## src/rtl/rtc_alm_pkg.sv

```systemverilog
package rtc_alm_pkg;
  localparam int unsigned BYTE_W     = 8;
  localparam int unsigned NUM_FIELDS = 3;
  localparam int unsigned NUM_EVT    = 3;

  typedef enum logic [1:0] {
    FLD_SEC  = 2'd0,
    FLD_MIN  = 2'd1,
    FLD_HOUR = 2'd2
  } field_e;

  // event index inside the flag vector; bit position in status = index + 4
  localparam int unsigned EVT_UPD = 0;
  localparam int unsigned EVT_ALM = 1;
  localparam int unsigned EVT_PER = 2;
  localparam int unsigned STAT_EVT_LSB = 4;

  typedef logic [BYTE_W-1:0] byte_t;
endpackage

```

## src/rtl/rtc_alm_field_cmp.sv

```systemverilog
module rtc_alm_field_cmp
  import rtc_alm_pkg::*;
#(
  parameter int unsigned W = BYTE_W
) (
  input  logic [W-1:0] cur_i,
  input  logic [W-1:0] alm_i,
  input  logic [W-1:0] mask_i,
  output logic         hit_o
);
  localparam int unsigned DC_W = 2;

  logic wild;
  logic eq;

  assign wild  = &alm_i[W-1 -: DC_W];
  assign eq    = ((cur_i ^ alm_i) & mask_i) == '0;
  assign hit_o = wild | eq;
endmodule

```

## src/rtl/rtc_alm_match.sv

```systemverilog
module rtc_alm_match
  import rtc_alm_pkg::*;
#(
  parameter int unsigned W = BYTE_W,
  parameter int unsigned N = NUM_FIELDS
) (
  input  logic [N-1:0][W-1:0] cur_i,
  input  logic [N-1:0][W-1:0] alm_i,
  input  logic                mode_24h_i,
  output logic                match_o
);
  localparam logic [W-1:0] FULL_MASK = '1;
  localparam logic [W-1:0] H24_MASK  = FULL_MASK >> 1;

  logic [N-1:0] hit;

  for (genvar g = 0; g < N; g++) begin : g_fld
    logic [W-1:0] mask;
    if (g == int'(FLD_HOUR)) begin : g_hour
      // in 24h mode bit 7 has no PM meaning
      assign mask = mode_24h_i ? H24_MASK : FULL_MASK;
    end else begin : g_plain
      assign mask = FULL_MASK;
    end
    rtc_alm_field_cmp #(.W(W)) u_cmp (
      .cur_i (cur_i[g]),
      .alm_i (alm_i[g]),
      .mask_i(mask),
      .hit_o (hit[g])
    );
  end

  assign match_o = &hit;
endmodule

```

## src/rtl/rtc_irq_flags.sv

```systemverilog
module rtc_irq_flags
  import rtc_alm_pkg::*;
#(
  parameter int unsigned NE = NUM_EVT
) (
  input  logic          clk_i,
  input  logic          rst_ni,
  input  logic [NE-1:0] evt_i,
  input  logic [NE-1:0] en_i,
  input  logic          rd_i,
  output logic [NE-1:0] flag_o,
  output logic          irq_o
);
  logic [NE-1:0] flag_q;
  logic [NE-1:0] flag_d;

  // new events win over the clearing read
  assign flag_d = (rd_i ? '0 : flag_q) | evt_i;

  always_ff @(posedge clk_i or negedge rst_ni) begin
    if (!rst_ni) flag_q <= '0;
    else         flag_q <= flag_d;
  end

  assign flag_o = flag_q;
  assign irq_o  = |(flag_q & en_i);

  p_rd_clears_r9: assert property (@(posedge clk_i) disable iff (!rst_ni)
    rd_i && (evt_i == '0) |=> (flag_o == '0));

  p_evt_kept_r10: assert property (@(posedge clk_i) disable iff (!rst_ni)
    rd_i && (evt_i != '0) |=> ((flag_o & $past(evt_i)) == $past(evt_i)));

  p_hold_r11: assert property (@(posedge clk_i) disable iff (!rst_ni)
    !rd_i |=> ((flag_o & $past(flag_o)) == $past(flag_o)));
endmodule

```

## src/rtl/rtc_alarm_irq.sv

```systemverilog
module rtc_alarm_irq
  import rtc_alm_pkg::*;
#(
  parameter int unsigned W = BYTE_W
) (
  input  logic         clk_i,
  input  logic         rst_ni,
  input  logic [W-1:0] sec_i,
  input  logic [W-1:0] min_i,
  input  logic [W-1:0] hour_i,
  input  logic [W-1:0] alm_sec_i,
  input  logic [W-1:0] alm_min_i,
  input  logic [W-1:0] alm_hour_i,
  input  logic         mode_24h_i,
  input  logic         upd_done_i,
  input  logic         per_tick_i,
  input  logic         per_en_i,
  input  logic         alm_en_i,
  input  logic         upd_en_i,
  input  logic         stat_rd_i,
  output logic [W-1:0] stat_o,
  output logic         irq_o
);
  localparam int unsigned N = NUM_FIELDS;

  logic [N-1:0][W-1:0] cur;
  logic [N-1:0][W-1:0] alm;
  logic                match;
  logic [NUM_EVT-1:0]  evt;
  logic [NUM_EVT-1:0]  en;
  logic [NUM_EVT-1:0]  flag;
  logic                irq;

  assign cur[FLD_SEC]  = sec_i;
  assign cur[FLD_MIN]  = min_i;
  assign cur[FLD_HOUR] = hour_i;
  assign alm[FLD_SEC]  = alm_sec_i;
  assign alm[FLD_MIN]  = alm_min_i;
  assign alm[FLD_HOUR] = alm_hour_i;

  rtc_alm_match #(.W(W), .N(N)) u_match (
    .cur_i     (cur),
    .alm_i     (alm),
    .mode_24h_i(mode_24h_i),
    .match_o   (match)
  );

  always_comb begin
    evt          = '0;
    evt[EVT_UPD] = upd_done_i;
    evt[EVT_ALM] = upd_done_i & match;  // compare sampled only on update
    evt[EVT_PER] = per_tick_i;
    en           = '0;
    en[EVT_UPD]  = upd_en_i;
    en[EVT_ALM]  = alm_en_i;
    en[EVT_PER]  = per_en_i;
  end

  rtc_irq_flags #(.NE(NUM_EVT)) u_flags (
    .clk_i (clk_i),
    .rst_ni(rst_ni),
    .evt_i (evt),
    .en_i  (en),
    .rd_i  (stat_rd_i),
    .flag_o(flag),
    .irq_o (irq)
  );

  always_comb begin
    stat_o = '0;
    stat_o[STAT_EVT_LSB +: NUM_EVT] = flag;
    stat_o[W-1] = irq;
  end

  assign irq_o = irq;

  p_alm_on_upd_r5: assert property (@(posedge clk_i) disable iff (!rst_ni)
    $rose(stat_o[5]) |-> $past(upd_done_i && match));

  p_upd_flag_r6: assert property (@(posedge clk_i) disable iff (!rst_ni)
    upd_done_i |=> stat_o[4]);

  p_irq_level_r8: assert property (@(posedge clk_i) disable iff (!rst_ni)
    (stat_o[6] && per_en_i) |-> irq_o);

  p_low_zero_r7: assert property (@(posedge clk_i) disable iff (!rst_ni)
    stat_o[3:0] == 4'h0);
endmodule

```

## config.mk

```make
export PLATFORM = sky130hd
export DESIGN_NAME = rtc_alarm_irq
export DESIGN_NICKNAME = d
export VERILOG_FILES = /design/src/rtl/rtc_alm_pkg.sv /design/src/rtl/rtc_alm_field_cmp.sv /design/src/rtl/rtc_alm_match.sv /design/src/rtl/rtc_irq_flags.sv /design/src/rtl/rtc_alarm_irq.sv
export SDC_FILE = /design/constraint.sdc
export NUM_CORES = 1
export LEC_CHECK = 0
export ABC_AREA = 1
export CORE_AREA = 2 2 48 59
export CTS_CLUSTER_DIAMETER = 80
export DETAILED_ROUTE_END_ITERATION = 6
export DIE_AREA = 0 0 50 61
export GPL_ROUTABILITY_DRIVEN = 0
export PLACE_DENSITY = 0.77
export SYNTH_ARGS = -nofsm -noshare
export SYNTH_HDL_FRONTEND = slang
export SYNTH_SLANG_ARGS = --single-unit
export TNS_END_PERCENT = 10
```

## constraint.sdc

```tcl
create_clock -name clk_i -period 0.8 [get_ports clk_i]
set_clock_uncertainty 0.15 [all_clocks]
set_input_delay 0.12 -clock clk_i [delete_from_list [all_inputs] [get_ports clk_i]]
set_output_delay 0.12 -clock clk_i [all_outputs]
set_load 0.02 [all_outputs]
```

# [After elaboration in Yosys (flattened, before gate mapping)]
# Index checks and enable logic that the tools add are counted.
[word_totals] register_bits=3 in_bits=57 out_inout_bits=9 wordCells=21
[classes] muxes=2 bitwise_logic=10 n_reduce_logical=8
[ops] cell="8-bit logical NOT" n=3
[ops] cell="8-bit bitwise XOR" n=3
[ops] cell="8-bit AND" n=1
[ops] cell="8-bit two-way mux" n=1
[ops] cell="2-bit AND reduction" n=3
[ops] cell="3-bit AND" n=1
[ops] cell="3-bit two-way mux" n=1
[ops] cell="1-bit OR" n=3
[ops] cell="3-bit OR" n=1
[ops] cell="3-bit AND reduction" n=1
[ops] cell="3-bit OR reduction" n=1
[ops] cell="1-bit AND" n=1

# [Depth between registers and ports, before layout]
[logic_depth] word_depth=7 mapped_depth=9 mapped_depth_nobuf=9

# [By module]
# From an unflattened synthesis, not the netlist that was laid out.
[unflattened] cells_unflattened=173 hier_area_um2=792.0
[modules_own_cells] module="rtc_alm_field_cmp" n_inst=3 cells_per_inst=49 area_per_inst_um2=198.9 seq_area_each_um2=0.0
[modules_own_cells] module="rtc_irq_flags" n_inst=1 cells_per_inst=13 area_per_inst_um2=125.1 seq_area_each_um2=75.1
[modules_own_cells] module="rtc_alarm_irq" n_inst=1 cells_per_inst=8 area_per_inst_um2=48.8 seq_area_each_um2=0.0
[modules_own_cells] module="rtc_alm_match" n_inst=1 cells_per_inst=5 area_per_inst_um2=21.3 seq_area_each_um2=0.0

# [Worst setup path after synthesis]
# OpenSTA, ideal clock, no wires.
[synth_path] path_type="reg-to-output" from="reg u_flags.flag_q[1], in the netlist u_flags.flag_o[1]" to="out stat_o[7]" t_arrival_ns=0.973 t_required_ns=0.530 path_slack_ns=-0.443 stages_incl_launch_ff=4 n_path_buf=1 path_cell_list="dfrtp_1 > nand2_1 > nand3_1 > buf_4"
[synth_via] elab_chain_len=2
[synth_rtl] element="start, declared" line="rtc_irq_flags.sv:14" text="logic [NE-1:0] flag_q;"
[synth_rtl] element="start signal, assigned" line="rtc_irq_flags.sv:22" text="else flag_q <= flag_d;"
[synth_rtl] element="3-bit AND" line="rtc_irq_flags.sv:26" text="assign irq_o = |(flag_q & en_i);"
[synth_rtl] element="3-bit OR reduction" line="rtc_irq_flags.sv:26"
[synth_rtl] element="end, declared" line="rtc_alarm_irq.sv:21" text="output logic [W-1:0] stat_o,"
# Every way passes these cells.

# [Worst setup path after layout]
# Same ends and word-level chain as after synthesis.

==> summary.txt <==
Clock network
  – CTS tree: done
  – Sink Count: 3
  – Clock Latency Late Sink: 0.23 ns
  – Worst-path clk slew: 0.04 ns
  – Worst-case clock buffer depth: 2
  – H-tree levels: 1
  – Root Buffer: clkbuf_4
  – CTS Buf Count: 3
  – Postcts setup bufs: 0

GRT
  – Number of global-route vias before repair: 741
  – First-pass GRT wire length: between 2000 and 3000 um
  – Initial antenna violation count: 0
  – Largest net degree at the start of global routing: 4
  – GRT overflow: 0
  – GRT Total Usage: 10.9%

Setup path
  – FF-to-FF setup slack: -0.03 ns
  – Reg2reg start: u_flags.flag_o[0]$_DFF_PN0_
  – Crit-path cells: nand2_2, nand3_4, buf_6
  – Kind of critical path: register to output pin
  – Req. time, crit path: around 0.53 ns
  – Crit path max-delay family: flip-flops
  – Setup crit end kind: output pin
  – CP Launch Type: register
  – Max stage delay on crit path: 0.41 ns
  – Reg2Reg Capture Point: u_flags.flag_o[0]$_DFF_PN0_
  – Worst path slowest cell: dfrtp_2
  – R2R depth: 1
  – Worst Path Buf+Inv: 1
  – Arr. time, crit path: ~0.94 ns
  – CP Max Fanout: 3

Timing
  – Fin crit share: 151%
  – Min cycle time layout: 1.21 ns
  – Setup TNS: -2.00 ns
  – Fin. max-slew vios: 0
  – Worst setup margin: -0.411 ns
  – RSZ-0062 raised after global routing: true
  – Final Hold Violating Endpoints: 3
  – Final hold slack: -0.0754 ns
  – Peak Freq: 826 MHz
  – Final setup violation count: 8

Route
  – DRT iter0 DRCs: 2
  – DRT Pass-1 Iters: 3
  – DRT antenna net count: 0
  – Vias per std cell: approximately 3.9
  – # DRC: 0
  – WL/cell: 7.98 um
  – Via count: 783
  – Routed WL: roughly 1600 um

Flow run
  – Max_cap viols: 0

Yosys
  – Synthesized area: 574 um^2
  – Post-synthesis register bit count: 3
  – Mapped Avg Cell Area: 5.37 um^2
  – Top cells by area, synth: nand2_1 33%, xnor2_1 23%, dfrtp_1 13%
  – Sequential share of the synthesized area: about an eighth
  – Synth Flop Type: dfrtp_1
  – Area fraction of the dominant cell type after synthesis: between 30% and 40%
  – Post-synth EDFFs: 0
  – Most frequent cell after synthesis: nand2_1
  – Asr flop ratio synth: 100%
  – Synth top cells by count: 51 x nand2_1, 20 x inv_1, 15 x xnor2_1, 6 x nor2_1, 5 x buf_4
  – Unique masters post-synth: 11
  – Synthesized instance count: 107
  – Yosys warnings: 0
  – Post-synth top area cell: nand2_1

Place
  – Placed cell count: 199
  – Hpwl dp: 1560 um
  – Port bufs: 61

Cells and area
  – Largest register FFs: 3
  – Fillcell total: 257
  – Ant diodes: 0
  – Final core occ: 49.9%
  – Non-Filler Instances: 203
  – Share of cells above drive strength 1: 10.0%
  – Seq. cell area: 78.8 um^2
  – Area Overhead vs Synth: 115%
  – Final #Nets: between 200 and 250
  – Area of the multi-input gates: 418 um^2

Power and ir drop
  – NetSw: about 0.28 mW
  – Int Power: 0.710 mW
  – Power per cell area: between 800 and 900 nW/um^2
  – Power share of the clock group: 26.9%
  – Leakage: 0.610 nW
  – Flop pwr share: 16.9%
  – Switching share of power: around 29%
  – Combinational power share: between 50% and 60%
  – Max VDD drop: 429 uV

Die
  – Num ports: 66
  – Die ar.: 3050 um^2
  – Initial Util: 23.2%
  – Die height: 61 um
  – Die width: 50 um
  – CORE AREA: 2480 um^2
  – FP Rows: 20

Status
  – Status: finished, violations left
  – Failing checks: hold timing, setup timing

Min path
  – HP Class: input port to asynchronous set/reset pin
## cells in the final DEF, fill, tap and decap left out, types with 3 or more instances in the layout
cell | Yosys | routed
nand2_1 | 51 | 48
clkdlybuf4s50_1 | 0 | 55
clkbuf_4 | 0 | 3
nor2_1 | 6 | 6
xnor2_1 | 15 | 15
conb_1 | 1 | 4
buf_2 | 0 | 3
dfrtp_2 | 0 | 3
inv_1 | 20 | 19
nand2_2 | 1 | 4
## metal layers
metal / track usage (%) / up-vias / part of all wire, %
met1: 8.62 / 322 / 32
li1: - / 424 / -
met2: 23.9 / 35 / 60
met3: 2.96 / 2 / 7.3
met5: 0 / - / 0
met4: 4.76 / 0 / 0.68
## kinds of logic (layout without fill, tap and decap cells)
family	count (synthesis)	after routing	share of synthesized area, %
flops	3	3	13.1
other cells	1	4	0.653
compound gates	2	2	2.61
buf+inv	25	85	19.6
xor+xnor	15	15	22.9
simple gates	61	61	41.2
## how the worst max path moves through the flow
stage | startpoint | endpoint | slack [ns] | depth (start not counted)
final | u_flags.flag_o[1]$_DFF_PN0_ | stat_o[7] | -0.41 | 3
after global routing | u_flags.flag_o[1]$_DFF_PN0_ | irq_o | -0.45 | 3
after CTS | u_flags.flag_o[1]$_DFF_PN0_ | stat_o[7] | -0.42 | 3
after detailed placement | alm_en_i | stat_o[7] | -0.83 | 4
after global placement | upd_en_i | irq_o | -0.80 | 4
after floorplan | u_flags.flag_o[0]$_DFF_PN0_ | stat_o[7] | -0.26 | 3
## area by class of cell
| type | count | share of cell area, % |
|---|---|---|
| Sequential cell | 3 | 6.38 |
| Multi-Input combinational cell | 82 | 33.8 |
| Tap cell | 33 | 3.34 |
| Inverter | 20 | 6.07 |
| Clock buffer | 4 | 2.13 |
| Timing Repair Buffer | 61 | 48.3 |
## per-stage QoR
stage / hold WS [ns] / total power [mW] / worst slack (ns) / area [um^2]
floorplan: -0.326 / 0.408 / -0.263 / 613
detailed placement: 0.172 / 0.739 / -0.826 / 1220
CTS: -0.0781 / 1.01 / -0.423 / 1240
global route: -0.0650 / 1.07 / -0.447 / 1240
global placement: 0.161 / 0.723 / -0.799 / 1220
finish: -0.0754 / 0.995 / -0.411 / 1240
## timing repair
action,CTS,global route
pin swaps,4,0
setup endpoints to repair,8,8
hold endpoints to repair,3,3
gates resized for setup,26,0
## power by group through the flow
stage	combinational (mW)	clock, mW	sequential (mW)
floorplan	0.229	0	0.180
detailed placement	0.569	0	0.170
global route	0.611	0.291	0.170
global placement	0.553	0	0.170
finish	0.559	0.268	0.168
CTS	0.565	0.279	0.168
Note: power is estimated with default switching activity, not from simulation.
